**src/rtl/uirq_pkg.sv**
```systemverilog
package uirq_pkg;
    // Cause codes as they appear in identification bits 2:1
    typedef enum logic [1:0] {
        SRC_MODEM  = 2'b00,
        SRC_THRE   = 2'b01,
        SRC_RXDATA = 2'b10,
        SRC_LINE   = 2'b11
    } src_code_t;

    typedef enum logic {
        THRE_QUIET = 1'b0,
        THRE_PEND  = 1'b1
    } thre_state_t;

    // Index of each cause in the enable and request vectors
    localparam int EN_RXD   = 0;
    localparam int EN_THRE  = 1;
    localparam int EN_LINE  = 2;
    localparam int EN_MODEM = 3;
    localparam int NSRC     = 4;
endpackage

```
**src/rtl/uirq_evt_latch.sv**
```systemverilog
module uirq_evt_latch #(
    parameter int W = 1
) (
    input  logic         clk,
    input  logic         rst_n,
    input  logic         en,
    input  logic [W-1:0] evt,
    input  logic         clr,
    output logic         pend
);
    always_ff @(posedge clk or negedge rst_n) begin
        if (!rst_n)
            pend <= 1'b0;
        else if (!en)
            pend <= 1'b0;
        else if (|evt)
            pend <= 1'b1;   // set wins over a same-cycle clear
        else if (clr)
            pend <= 1'b0;
    end
endmodule

```
**src/rtl/uirq_thre_fsm.sv**
```systemverilog
module uirq_thre_fsm
    import uirq_pkg::*;
(
    input  logic clk,
    input  logic rst_n,
    input  logic en,
    input  logic thr_empty,
    input  logic wr_thr,
    input  logic rd_iir,
    input  logic shown,
    output logic pend
);
    thre_state_t state, nxt;
    logic        thr_q, en_q;
    logic        arm, service;

    assign arm     = en && thr_empty && (!thr_q || !en_q);
    assign service = !en || wr_thr || (rd_iir && shown);

    always_ff @(posedge clk or negedge rst_n) begin
        if (!rst_n) begin
            state <= THRE_QUIET;
            thr_q <= 1'b0;
            en_q  <= 1'b0;
        end else begin
            state <= nxt;
            thr_q <= thr_empty;
            en_q  <= en;
        end
    end

    always_comb begin
        nxt = state;
        unique case (state)
            THRE_QUIET: if (arm)     nxt = THRE_PEND;
            THRE_PEND:  if (service) nxt = THRE_QUIET;
            default:                 nxt = THRE_QUIET;
        endcase
    end

    always_comb begin
        pend = (state == THRE_PEND);
    end
endmodule

```
**src/rtl/uirq_prio_enc.sv**
```systemverilog
module uirq_prio_enc
    import uirq_pkg::*;
#(
    parameter int IDW = 8
) (
    input  logic [NSRC-1:0] req,
    output logic [IDW-1:0]  ident
);
    always_comb begin
        ident    = '0;
        ident[0] = 1'b1;
        if (req[EN_LINE]) begin
            ident[2:1] = SRC_LINE;
            ident[0]   = 1'b0;
        end else if (req[EN_RXD]) begin
            ident[2:1] = SRC_RXDATA;
            ident[0]   = 1'b0;
        end else if (req[EN_THRE]) begin
            ident[2:1] = SRC_THRE;
            ident[0]   = 1'b0;
        end else if (req[EN_MODEM]) begin
            ident[2:1] = SRC_MODEM;
            ident[0]   = 1'b0;
        end
    end
endmodule

```
**src/rtl/uart_irq_ident.sv**
```systemverilog
module uart_irq_ident
    import uirq_pkg::*;
#(
    parameter int LS_W = 4,
    parameter int MD_W = 4,
    parameter int IDW  = 8
) (
    input  logic            clk,
    input  logic            rst_n,
    input  logic [LS_W-1:0] line_err,
    input  logic            rx_done,
    input  logic            thr_empty,
    input  logic [MD_W-1:0] modem_delta,
    input  logic [NSRC-1:0] src_en,
    input  logic            rd_lsr,
    input  logic            rd_rbr,
    input  logic            rd_iir,
    input  logic            rd_msr,
    input  logic            wr_thr,
    output logic [IDW-1:0]  ident,
    output logic            irq
);
    logic [NSRC-1:0] pend;
    logic [NSRC-1:0] req;
    logic            thre_shown;

    uirq_evt_latch #(.W(LS_W)) u_line (
        .clk(clk), .rst_n(rst_n), .en(src_en[EN_LINE]),
        .evt(line_err), .clr(rd_lsr), .pend(pend[EN_LINE])
    );

    uirq_evt_latch #(.W(1)) u_rxd (
        .clk(clk), .rst_n(rst_n), .en(src_en[EN_RXD]),
        .evt(rx_done), .clr(rd_rbr), .pend(pend[EN_RXD])
    );

    uirq_evt_latch #(.W(MD_W)) u_modem (
        .clk(clk), .rst_n(rst_n), .en(src_en[EN_MODEM]),
        .evt(modem_delta), .clr(rd_msr), .pend(pend[EN_MODEM])
    );

    uirq_thre_fsm u_thre (
        .clk(clk), .rst_n(rst_n), .en(src_en[EN_THRE]),
        .thr_empty(thr_empty), .wr_thr(wr_thr), .rd_iir(rd_iir),
        .shown(thre_shown), .pend(pend[EN_THRE])
    );

    assign req = pend & src_en;

    uirq_prio_enc #(.IDW(IDW)) u_enc (
        .req(req), .ident(ident)
    );

    assign thre_shown = !ident[0] && (ident[2:1] == SRC_THRE);
    assign irq        = |req;
endmodule

```
**config.mk**
```make
export PLATFORM = sky130hd
export DESIGN_NAME = uart_irq_ident
export DESIGN_NICKNAME = d
export VERILOG_FILES = /design/src/rtl/uirq_pkg.sv /design/src/rtl/uirq_evt_latch.sv /design/src/rtl/uirq_thre_fsm.sv /design/src/rtl/uirq_prio_enc.sv /design/src/rtl/uart_irq_ident.sv
export SDC_FILE = /design/constraint.sdc
export NUM_CORES = 1
export LEC_CHECK = 0
export BUFFER_PORTS_ARGS = -buffer_cell sky130_fd_sc_hd__clkbuf_2
export CORE_AREA = 2 2 39 41
export CTS_CLUSTER_DIAMETER = 40
export DETAILED_ROUTE_END_ITERATION = 10
export DIE_AREA = 0 0 41 43
export GPL_TIMING_DRIVEN = 0
export PLACE_DENSITY = 0.6
export SLEW_MARGIN = 20
export SYNTH_ARGS = -nofsm -noshare
export SYNTH_HDL_FRONTEND = slang
export SYNTH_SLANG_ARGS = --single-unit
```
**constraint.sdc**
```tcl
create_clock -name clk -period 2 [get_ports clk]
set_input_delay 0.1 -clock clk [delete_from_list [all_inputs] [get_ports clk]]
set_output_delay 0.1 -clock clk [all_outputs]
set_load 0.05 [all_outputs]
```
Word-level counts from Yosys, hierarchy flattened
Index checks and enable logic that the tools add are counted.
{"block": "classes", "n_mux": 16, "n_eq_ne": 4, "n_reduce_logical": 14, "n_bitwise": 2}
{"operator": "$mux 1", "n": 12}
{"operator": "$reduce_or 4->1", "n": 3}
{"operator": "$mux 3", "n": 3}
{"operator": "$ne 3x1->1 const B", "n": 2}
{"operator": "$and 4x4->4", "n": 1}
{"operator": "$logic_and 1x1->1", "n": 4}
{"operator": "$logic_not 1->1", "n": 4}
{"operator": "$logic_or 1x1->1", "n": 3}
{"operator": "$ne 3x2->1 const B", "n": 1}
{"operator": "$eq 2x1->1 const B", "n": 1}
{"operator": "$pmux 1 s2", "n": 1}
{"operator": "$not 1->1", "n": 1}
{"block": "word_totals", "inputBits": 21, "output_inout_bits": 9, "elab_cells": 42, "register_bits": 6}

Depth between registers and ports, before layout
Gate-level depths: netlist (run 1).
{"block": "depth", "word_depth": 11, "ltp_mapped": 3, "ltp_nobuf": 3}

By module
Synthesis (run 1) repeated with hierarchy kept, for this count alone.
{"block": "hier_totals", "hier_cells": 35, "hier_area_um2": 367.9}
{"mod": "uirq_thre_fsm", "area_each_um2": 103.8, "instances": 1, "seq_area_each_um2": 75.1, "cells_each": 8}
{"mod": "uirq_evt_latch at u_line ...", "area_each_um2": 51.3, "instances": 2, "seq_area_each_um2": 25.0, "cells_each": 4}
{"mod": "uirq_prio_enc", "area_each_um2": 72.6, "instances": 1, "seq_area_each_um2": 0.0, "cells_each": 10}
{"mod": "uirq_evt_latch at u_rxd", "area_each_um2": 46.3, "instances": 1, "seq_area_each_um2": 25.0, "cells_each": 3}
{"mod": "uart_irq_ident", "area_each_um2": 42.5, "instances": 1, "seq_area_each_um2": 0.0, "cells_each": 6}

Worst setup path before layout (run 1)
No wires, ideal clock.
{"block": "synth_timing", "kind": "reg-to-output", "startpoint": "register u_rxd.pend", "endpoint": "output port ident[0]", "required_time_ps": 1900, "n_path_buf": 0, "arrival_ps": 1534, "path_slack_ps": 366, "path_stages_with_launch": 4, "cell_sequence": "dfrtp_1 -> a22oi_2 -> nand3_1 -> inv_1"}
{"block": "synth_between", "elab_chain_len": 3}
{"item": "from (decl)", "line_no": "uirq_evt_latch.sv:9", "rtl": "output logic pend"}
{"item": "from (signal assigned)", "line_no": "uirq_evt_latch.sv:13", "rtl": "pend <= 1'b0;"}
{"item": "from (signal assigned)", "line_no": "uirq_evt_latch.sv:15", "rtl": "pend <= 1'b0;"}
{"item": "from (signal assigned)", "line_no": "uirq_evt_latch.sv:17", "rtl": "pend <= 1'b1;"}
{"item": "$and 4x4->4", "line_no": "uart_irq_ident.sv:48", "rtl": "assign req = pend & src_en;"}
{"item": "$mux 3", "line_no": "uirq_prio_enc.sv:15", "rtl": "end else if (req[EN_RXD]) begin"}
{"item": "$mux 3", "line_no": "uirq_prio_enc.sv:12", "rtl": "if (req[EN_LINE]) begin"}
{"item": "to (decl)", "line_no": "uart_irq_ident.sv:20", "rtl": "output logic [IDW-1:0] ident,"}
Every way passes these cells.

Worst setup path after layout (run 1)
Same ends and word-level chain as after synthesis.

==> results of run 1 <==
power breakdown:
part | switching, uW | total (uW) | internal [uW]
logic | 70.8 | 109 | 38.6
registers | 4.35 | 133 | 129
clock network | 42.2 | 110 | 67.8
total | 117 | 353 | 235
cells in the final DEF (no fill, tap or decap):
master / synthesis / final
nand3_1: 2 / 2
inv_1: 2 / 2
clkbuf_4: 0 / 3
conb_1: 1 / 5
o21a_1: 1 / 1
nand2_1: 7 / 7
a211o_1: 1 / 1
dfrtp_1: 6 / 6
nand2b_1: 2 / 2
clkbuf_2: 0 / 24
buf_4: 5 / 5
dlygate4sd3_1: 0 / 3
nor4_1: 2 / 2
nor2b_1: 1 / 1
a22oi_2: 1 / 1
a21boi_0: 2 / 2
nand4b_1: 1 / 1
through the flow:
stage	power [uW]	cells	hold WS (ps)	util [%]
2_1_floorplan	207	38	-196	-
3_3_place_gp	239	78	-65.7	34.3
3_5_place_dp	241	78	-60.8	34.3
4_1_cts	363	84	79.3	38.1
5_1_grt	376	84	90.1	38.1
6_report	353	84	90.4	38.1
final cells by class:
cell class / instances / area (um2) / area share, %
flip-flops and latches: 6 / 150 / 28.5
clock buffers: 3 / 22.5 / 4.28
multi-input cells: 25 / 139 / 26.4
plain buffers: 5 / 37.5 / 7.13
repair buffers: 27 / 150 / 28.5
well taps: 16 / 20.0 / 3.80
inverters: 2 / 7.51 / 1.43
state kept, by name, indices dropped and copies added (netlist names):
register and count:
u_thre.en_q 1, u_thre.thr_q 1, u_line.pend 1, u_modem.pend 1, u_thre.pend 1, u_rxd.pend 1
timing repair:
item | CTS | global route
hold endpoints to repair | 8 | 0
hold buffers | 3 | 0
setup endpoints to repair | 0 | 0
metal layers:
layer,up-vias,routed length [um]
met5,-,0
met4,0,4
met3,2,85
met2,21,348
met1,130,276
li1,173,-
path summary, 6_finish.rpt:
check,from,endpoint,slack (ps),cells past startpoint
worst min-delay path,rx_done,u_rxd.pend,90,2
worst min register to register,u_modem.pend,u_modem.pend,540,2
min in group asynchronous,rst_n,u_thre.thr_q,210,2
worst max-delay path,u_rxd.pend,ident[0],570,4
max in group asynchronous,rst_n,u_thre.pend,1620,2
worst max register to register,u_rxd.pend,u_thre.pend,1040,3
logic make-up (layout without fill, tap and decap cells):
kind of cell           after synthesis  in the layout  share of synthesized area, %
other                                1              5                          1.18
and+or+nand+nor                     15             15                          23.9
DFF                                  6              6                          47.1
AOI/OAI and AO/OA                    5              5                          13.7
buffers and inverters                7             37                          14.1
worst register-to-register path: stages, from the launching register on:
cell	delay, ps
dfrtp_1	390
a22oi_2	240
a211o_1	150
nand2_1	50
==> impl_metrics.ini, run 1 <==
[status]
outcome = finished clean

[worst_setup_path]
critPathCaptureType = primary output
start_kind = flop
max_stage_delay_ps = 390
crit_family = flip-flops
crit_arrival_ps = 1330
critPathSlowestCell = dfrtp_1
path_buf_inv = 2
critPathMaxFanout = 3
critical_path_class = reg -> out
cp_cell_sequence = a22oi_2 -> nand3_1 -> inv_1 -> clkbuf_2
crit_required_ps = 1900

[logic_synthesis]
synth-edff-count = 0
synth_area_leader_cell = dfrtp_1
syn_area_um2 = 319
netlist_instances = 34
synth_top_flop_cell = dfrtp_1
avgSynthCellArea_um2 = 9.38
ys_top_cells_by_count = nand2_1, dfrtp_1, buf_4
yosys_warnings = 0
netlist_top_cells_area = dfrtp_1, buf_4, nand2_1
async_flop_share_pct = 100
ys_types = 14
ys_seq_elements = 6
synth_top_area_share_pct = 47.1
ys_seq_area_share_pct = 47.1
yosysMostFrequentCell = nand2_1

[finish]
drive_gt1_share_pct = 48.5
n_fill_cell = 141
nets = 91
fin_area_um2 = 527
diodes = 0
area_delta_synth_final_pct = 65.1

[floorplanning]
die_area_um2 = 1760
fp-row-count = 14
core_um2 = 1380
die_y_um = 43
ios = 30
initial_utilization_pct = 23.1
fp.dieW_um = 41

[global_route]
grt_max_degree = 7
top_usage_layer = met2
antenna_found_initial = 0
track_usage_pct = 9.70
met3_usage_pct = 6.28
grt_use_met2_pct = 14.7
grt_pass1_wl_mm = 1.08
grt_pass1_vias = 298
grt.met1_usage_pct = 9.18
grt_overflow = 0

[timing]
finalHoldViolCount = 0
layout_setup_ws_ps = 570
setup_viol = 0
finalCritPeriodShare_pct = 71.5
rsz0062_at_grt = false
max_freq_mhz = 699
slew_viol_final = 0
fin_setup_tns_ps = 0
min_period_ps = 1430
skew_ps = 6.56

[clock_network]
numCtsBuffers = 3
clock-sinks = 6
clockBufferDepth = 2
post_cts_buffers = 0
cts_tree = built
clk_pin_slew_ps = 50
htreeDepth = 1
cts-resized-gates = 0
clockRootBuffer = clkbuf_4
clock_latency_ps = 240

[hold_path]
hold_path_class = in -> reg

[placed_design]
placed_cell_area_um2 = 474
place_congestion = 0.673
pre_cts_ws_ps = 814
io_buffers = 24
hpwl_um = 635

[route]
remaining_drc_errors = 0
dr.pass1.iters = 3
first_iter_violations = 6
num_vias = 326
vias_per_cell = 3.88
wl_um = 714
ant_nets = 0
post_drt_wl_per_cell_um = 8.50

[pwr]
ir_drop_v = 0.000247
power_density_nw_per_um2 = 670
leakage_uw = 0.000300

[flow_run]
cap_violations = 0
Power figures use the tool's default switching activity.
==> run 2, diff against run 1 <==
--- a/config.mk
+++ b/config.mk
@@ -5,13 +5,14 @@
 export SDC_FILE = /design/constraint.sdc
 export NUM_CORES = 1
 export LEC_CHECK = 0
+export ABC_AREA = 1
 export BUFFER_PORTS_ARGS = -buffer_cell sky130_fd_sc_hd__clkbuf_2
 export CORE_AREA = 2 2 39 41
 export CTS_CLUSTER_DIAMETER = 40
 export DETAILED_ROUTE_END_ITERATION = 10
 export DIE_AREA = 0 0 41 43
 export GPL_TIMING_DRIVEN = 0
-export PLACE_DENSITY = 0.6
+export PLACE_DENSITY = 0.64
 export SLEW_MARGIN = 20
 export SYNTH_ARGS = -nofsm -noshare
 export SYNTH_HDL_FRONTEND = slang
==> constraint.sdc (replaced) <==
create_clock -name clk -period 1.2 [get_ports clk]
set_input_delay 0.06 -clock clk [delete_from_list [all_inputs] [get_ports clk]]
set_output_delay 0.06 -clock clk [all_outputs]
set_load 0.05 [all_outputs]
==> run 2 against run 1 <==
- synthesized cell count increased by 29%
- largest power group unchanged
- non-clock buffer count increased by 2
- routed wire length increased by 13%
- critical path type unchanged
==> impl_metrics.ini, run 2 <==
[timing]
worst_hold_slack_ps = 16.2
fin_setup_tns_ps = 0
layout_setup_ws_ps = 39.1
setup_viol = 0
finalHoldViolCount = 0
max_freq_mhz = 861
skew_ps = 6.07
slew_viol_final = 0
min_period_ps = 1160
finalCritPeriodShare_pct = 96.7

[placed_design]
io_buffers = 24
pre_cts_ws_ps = 188
hpwl_um = 638
place_congestion = 0.711

[route]
post_drt_wl_per_cell_um = 8.42
remaining_drc_errors = 0
dr.pass1.iters = 3
num_vias = 371
ant_nets = 0
wl_um = 808
vias_per_cell = 3.86
first_iter_violations = 3

[worst_setup_path]
r2r_slack_ps = 310
critical_path_class = reg -> out
r2r_end = u_thre.pend
critPathMaxFanout = 5
r2r_cells = 5
start_kind = flop
crit_arrival_ps = 1100
r2r-start = u_line.pend
critPathLaunch = u_rxd.pend
critPathCaptureType = primary output
endpoint = irq
crit_required_ps = 1140

[global_route]
grt_max_degree = 7
grt_pass1_vias = 281
grt_overflow = 0
antenna_found_initial = 0
grt_pass1_wl_mm = 1.04
track_usage_pct = 9.49

[finish]
diodes = 0
area_delta_synth_final_pct = 74.9
layout_commonest_cell = clkbuf_2
drive_gt1_share_pct = 50.0
n_fill_cell = 160
fin_util_pct = 42.9
seqCellArea_um2 = 150
nets = 103
multi_input_area_um2 = 153
layout_common_cells = clkbuf_2, nand2_1, buf_4

[hold_path]
hold_path_class = in -> reg

[pwr]
power_density_nw_per_um2 = 1070
ir_drop_v = 0.000613
switching_power_uw = 221
total_power_uw = 635
leakage_uw = 0.000344
seq_power_share_pct = 34.9
p_int_uw = 414
pwr-share-clk_pct = 30.3
combPwrFrac_pct = 34.8
swShare_pct = 34.8

[floorplanning]
die_y_um = 43
initial_utilization_pct = 24.5
ios = 30
die_area_um2 = 1760
fp.dieW_um = 41
fp-row-count = 14
core_um2 = 1380

[logic_synthesis]
netlist_top_cells_area = dfrtp_1, nand2_1, buf_4
yosysMostFrequentCell = nand2_1
synth_area_leader_cell = dfrtp_1
synth_top_flop_cell = dfrtp_1
netlist_instances = 44
synth-edff-count = 0
ys_seq_area_share_pct = 44.3
async_flop_share_pct = 100
avgSynthCellArea_um2 = 7.71
synth_top_area_share_pct = 44.3
syn_area_um2 = 339
ys_seq_elements = 6
ys_types = 12
yosys_warnings = 0
ys_top_cells_by_count = nand2_1, dfrtp_1, inv_1

[clock_network]
clockRootBuffer = clkbuf_4
clock_latency_ps = 250
clockBufferDepth = 2
clock-sinks = 6
numCtsBuffers = 3
clk_pin_slew_ps = 50
cts_tree = built
htreeDepth = 1

[status]
outcome = finished clean

[flow_run]
cap_violations = 0
-- run 2: cell types whose count changed in the layout (fill, tap and decap cells not counted), sizes merged, moves of 2 or more --
cell	previous run	this run
a21boi	2	0
buf	5	9
clkbuf	27	25
inv	2	5
nand2	7	14
nand2b	2	0
nand3	2	4
nand4	0	2
nor2	0	5
nor4	2	0
-- run 2: final cells by class --
type,count,area share [%]
inverter,6,4.43
sequential,6,25.3
buffer,5,6.33
multi-input combinational,31,25.7
clock buffer,3,3.80
timing repair buffer,29,31.0
tap,16,3.38
-- run 2: kinds of logic (layout without fill, tap and decap cells) --
logic type / after synthesis / after routing / synth area share (%)
other cells: 1 / 5 / 1.11
simple gates: 25 / 25 / 35.4
flops: 6 / 6 / 44.3
buf+inv: 11 / 43 / 17.7
compound gates: 1 / 1 / 1.47
-- run 2: worst min path at each step --
stage	startpoint	depth (start not counted)	end	slack (ps)
after floorplan	rst_n	0	u_line.pend	-240
after global placement	rst_n	1	u_modem.pend	-110
after detailed placement	rst_n	1	u_modem.pend	-100
after CTS	src_en[3]	3	u_modem.pend	10
after global routing	src_en[2]	3	u_line.pend	20
final	src_en[3]	3	u_modem.pend	20
-- run 2: through the flow --
| step | instances | area, um2 |
|---|---|---|
| 2_1_floorplan | 48 | 367 |
| 5_1_grt | 96 | 593 |
| 4_1_cts | 94 | 573 |
| 3_3_place_gp | 88 | 507 |
| 3_5_place_dp | 88 | 507 |
| 6_report | 96 | 593 |
-- run 2: critical path, stage by stage, from the launching register on --
cell and delay (ps):
dfrtp_1 370, nand2_2 130, nand4_4 130, clkbuf_4 230
-- run 2: power by group through the flow --
stage	combinational, uW	sequential [uW]	clock (uW)
2_1_floorplan	137	224	0
3_3_place_gp	191	224	0
3_5_place_dp	194	225	0
4_1_cts	211	222	202
5_1_grt	237	223	216
6_report	221	222	192
-- run 2: what timing repair did --
action / CTS / global route
hold buffers: 3 / 0
setup buffers: 0 / 2
resized for setup: 4 / 3
endpoints found under the hold margin: 8 / 0
endpoints found under the setup margin: 3 / 3
pin swaps: 0 / 2
-- run 2: per-layer routing --
layer | track usage (%) | vias up | share of wire [%]
met4 | 4.00 | 0 | 0
met2 | 15.3 | 24 | 49
met5 | 0 | - | 0
li1 | - | 197 | -
met1 | 8.82 | 150 | 38
met3 | 6.28 | 0 | 13
==> run 3, diff against run 2 <==
--- a/config.mk
+++ b/config.mk
@@ -13,6 +13,7 @@
 export DIE_AREA = 0 0 41 43
 export GPL_TIMING_DRIVEN = 0
 export PLACE_DENSITY = 0.64
+export REMOVE_ABC_BUFFERS = 1
 export SLEW_MARGIN = 20
 export SYNTH_ARGS = -nofsm -noshare
 export SYNTH_HDL_FRONTEND = slang
==> constraint.sdc (replaced) <==
create_clock -name clk -period 1.2 [get_ports clk]
set_input_delay 0.06 -clock clk [delete_from_list [all_inputs] [get_ports clk]]
set_output_delay 0.06 -clock clk [all_outputs]
set_load 0.02 [all_outputs]
==> run 3 against run 2 <==
- utilization down 5.9 points
- hold slack better by 3.3 ps
- non-clock buffer count decreased by 7
- critical path type unchanged
- largest power group unchanged
==> impl_metrics.ini, run 3 (synthesis gave the netlist of run 2 again) <==
[status]
outcome = finished clean

[flow_run]
cap_violations = 0

[floorplanning]
fp-row-count = 14
core_um2 = 1380
ios = 30
die_y_um = 43
fp.dieW_um = 41
initial_utilization_pct = 24.5
die_area_um2 = 1760

[pwr]
seq_power_share_pct = 41.2
combPwrFrac_pct = 23.8
ir_drop_v = 0.000364
leakage_uw = 0.000308
swShare_pct = 28.7
p_int_uw = 385
power_density_nw_per_um2 = 1050
switching_power_uw = 155
pwr-share-clk_pct = 35.0

[timing]
finalHoldViolCount = 0
min_period_ps = 1110
skew_ps = 1.91
slew_viol_final = 0
setup_viol = 0
fin_setup_tns_ps = 0
max_freq_mhz = 901
rsz0062_at_grt = false
finalCritPeriodShare_pct = 92.5
layout_setup_ws_ps = 90.0

[global_route]
antenna_found_initial = 0
grt_overflow = 0
grt_max_degree = 7
grt_pass1_wl_mm = 1.16
track_usage_pct = 10.5
grt_pass1_vias = 305

[route]
remaining_drc_errors = 0
first_iter_violations = 7
ant_nets = 0
vias_per_cell = 3.81
wl_um = 713
post_drt_wl_per_cell_um = 8.01
num_vias = 339
dr.pass1.iters = 2

[worst_setup_path]
crit_arrival_ps = 1050
crit_required_ps = 1140
critical_path_class = reg -> out
critPathCaptureType = primary output
critPathMaxFanout = 3
start_kind = flop
r2r-start = u_rxd.pend
critPathLaunch = u_thre.pend

[hold_path]
hold_path_class = in -> reg
hold_start = rd_rbr

[finish]
layout_common_cells = clkbuf_2, nand2_1, inv_1, dfrtp_1, conb_1
multi_input_area_um2 = 144
area_delta_synth_final_pct = 50.9
seqCellArea_um2 = 150
diodes = 0
nets = 96
layout_commonest_cell = clkbuf_2
n_fill_cell = 152
drive_gt1_share_pct = 43.8
fin_area_um2 = 512

[clock_network]
clock_latency_ps = 240
clk_pin_slew_ps = 50
clockBufferDepth = 2
clock-sinks = 6
post_cts_buffers = 0
htreeDepth = 1
cts_tree = built
clockRootBuffer = clkbuf_4
numCtsBuffers = 3

[placed_design]
place_congestion = 0.709
io_buffers = 24
pre_cts_ws_ps = 321
placed_cell_area_um2 = 457
hpwl_um = 582
## run 3: cell count changes in the layout (fill, tap and decap cells not counted)
cell	previous run	this run
buf_4	7	1
clkbuf_2	21	23
buf_6	1	0
buf_8	1	0
clkbuf_4	4	3
clkinvlp_4	1	0
inv_1	5	6
nand4_2	0	1
nand4_4	1	0
## run 3: stage by stage
stage | std cells | util, % | total power [uW] | hold WS (ps)
final | 89 | 37.0 | 539 | 19.5
after detailed placement | 83 | 33.0 | 345 | -103
after global placement | 83 | 33.0 | 344 | -108
after CTS | 89 | 36.8 | 548 | 16.6
after floorplan | 43 | - | 288 | -236
after global routing | 89 | 37.0 | 586 | 38.7
## run 3: repair_timing
action | CTS | global route
gates resized for setup | 0 | 2
hold buffers | 3 | 0
endpoints found under the hold margin | 8 | 0
endpoints found under the setup margin | 0 | 1
## run 3: worst paths after layout
check,end,slack (ps),cells after the start
worst max-delay path,ident[0],90,4
worst min-delay path,u_rxd.pend,20,2
worst max register to register,u_thre.pend,410,4
worst min register to register,u_thre.pend,520,3
max in group asynchronous,u_thre.thr_q,870,2
min in group asynchronous,u_thre.en_q,180,2
## run 3: layout make-up
type / instances / share of cell area, %
multi-input combinational: 31 / 28.1
sequential: 6 / 29.3
tap: 16 / 3.91
timing repair buffer: 27 / 29.8
inverter: 6 / 4.40
clock buffer: 3 / 4.40
## run 3: critical path, stage by stage, from the launching register on
cell     delay, ps
dfrtp_1        400
nand2_2        110
nand4_2        100
inv_1           60
buf_4          130
## run 3: per-layer routing
layer	global-route usage (%)	share of wire, %	vias up
li1	-	-	184
met1	11.2	43	129
met2	14.1	39	23
met3	5.24	15	3
met4	10.0	3.1	0
met5	0	0	-
## run 3: power groups by stage
| stage | Sequential [uW] | Combinational, uW | Clock [uW] |
|---|---|---|---|
| after floorplan | 224 | 64.6 | 0 |
| after global placement | 225 | 119 | 0 |
| after detailed placement | 225 | 120 | 0 |
| after CTS | 222 | 128 | 197 |
| after global routing | 224 | 147 | 215 |
| final | 222 | 128 | 189 |
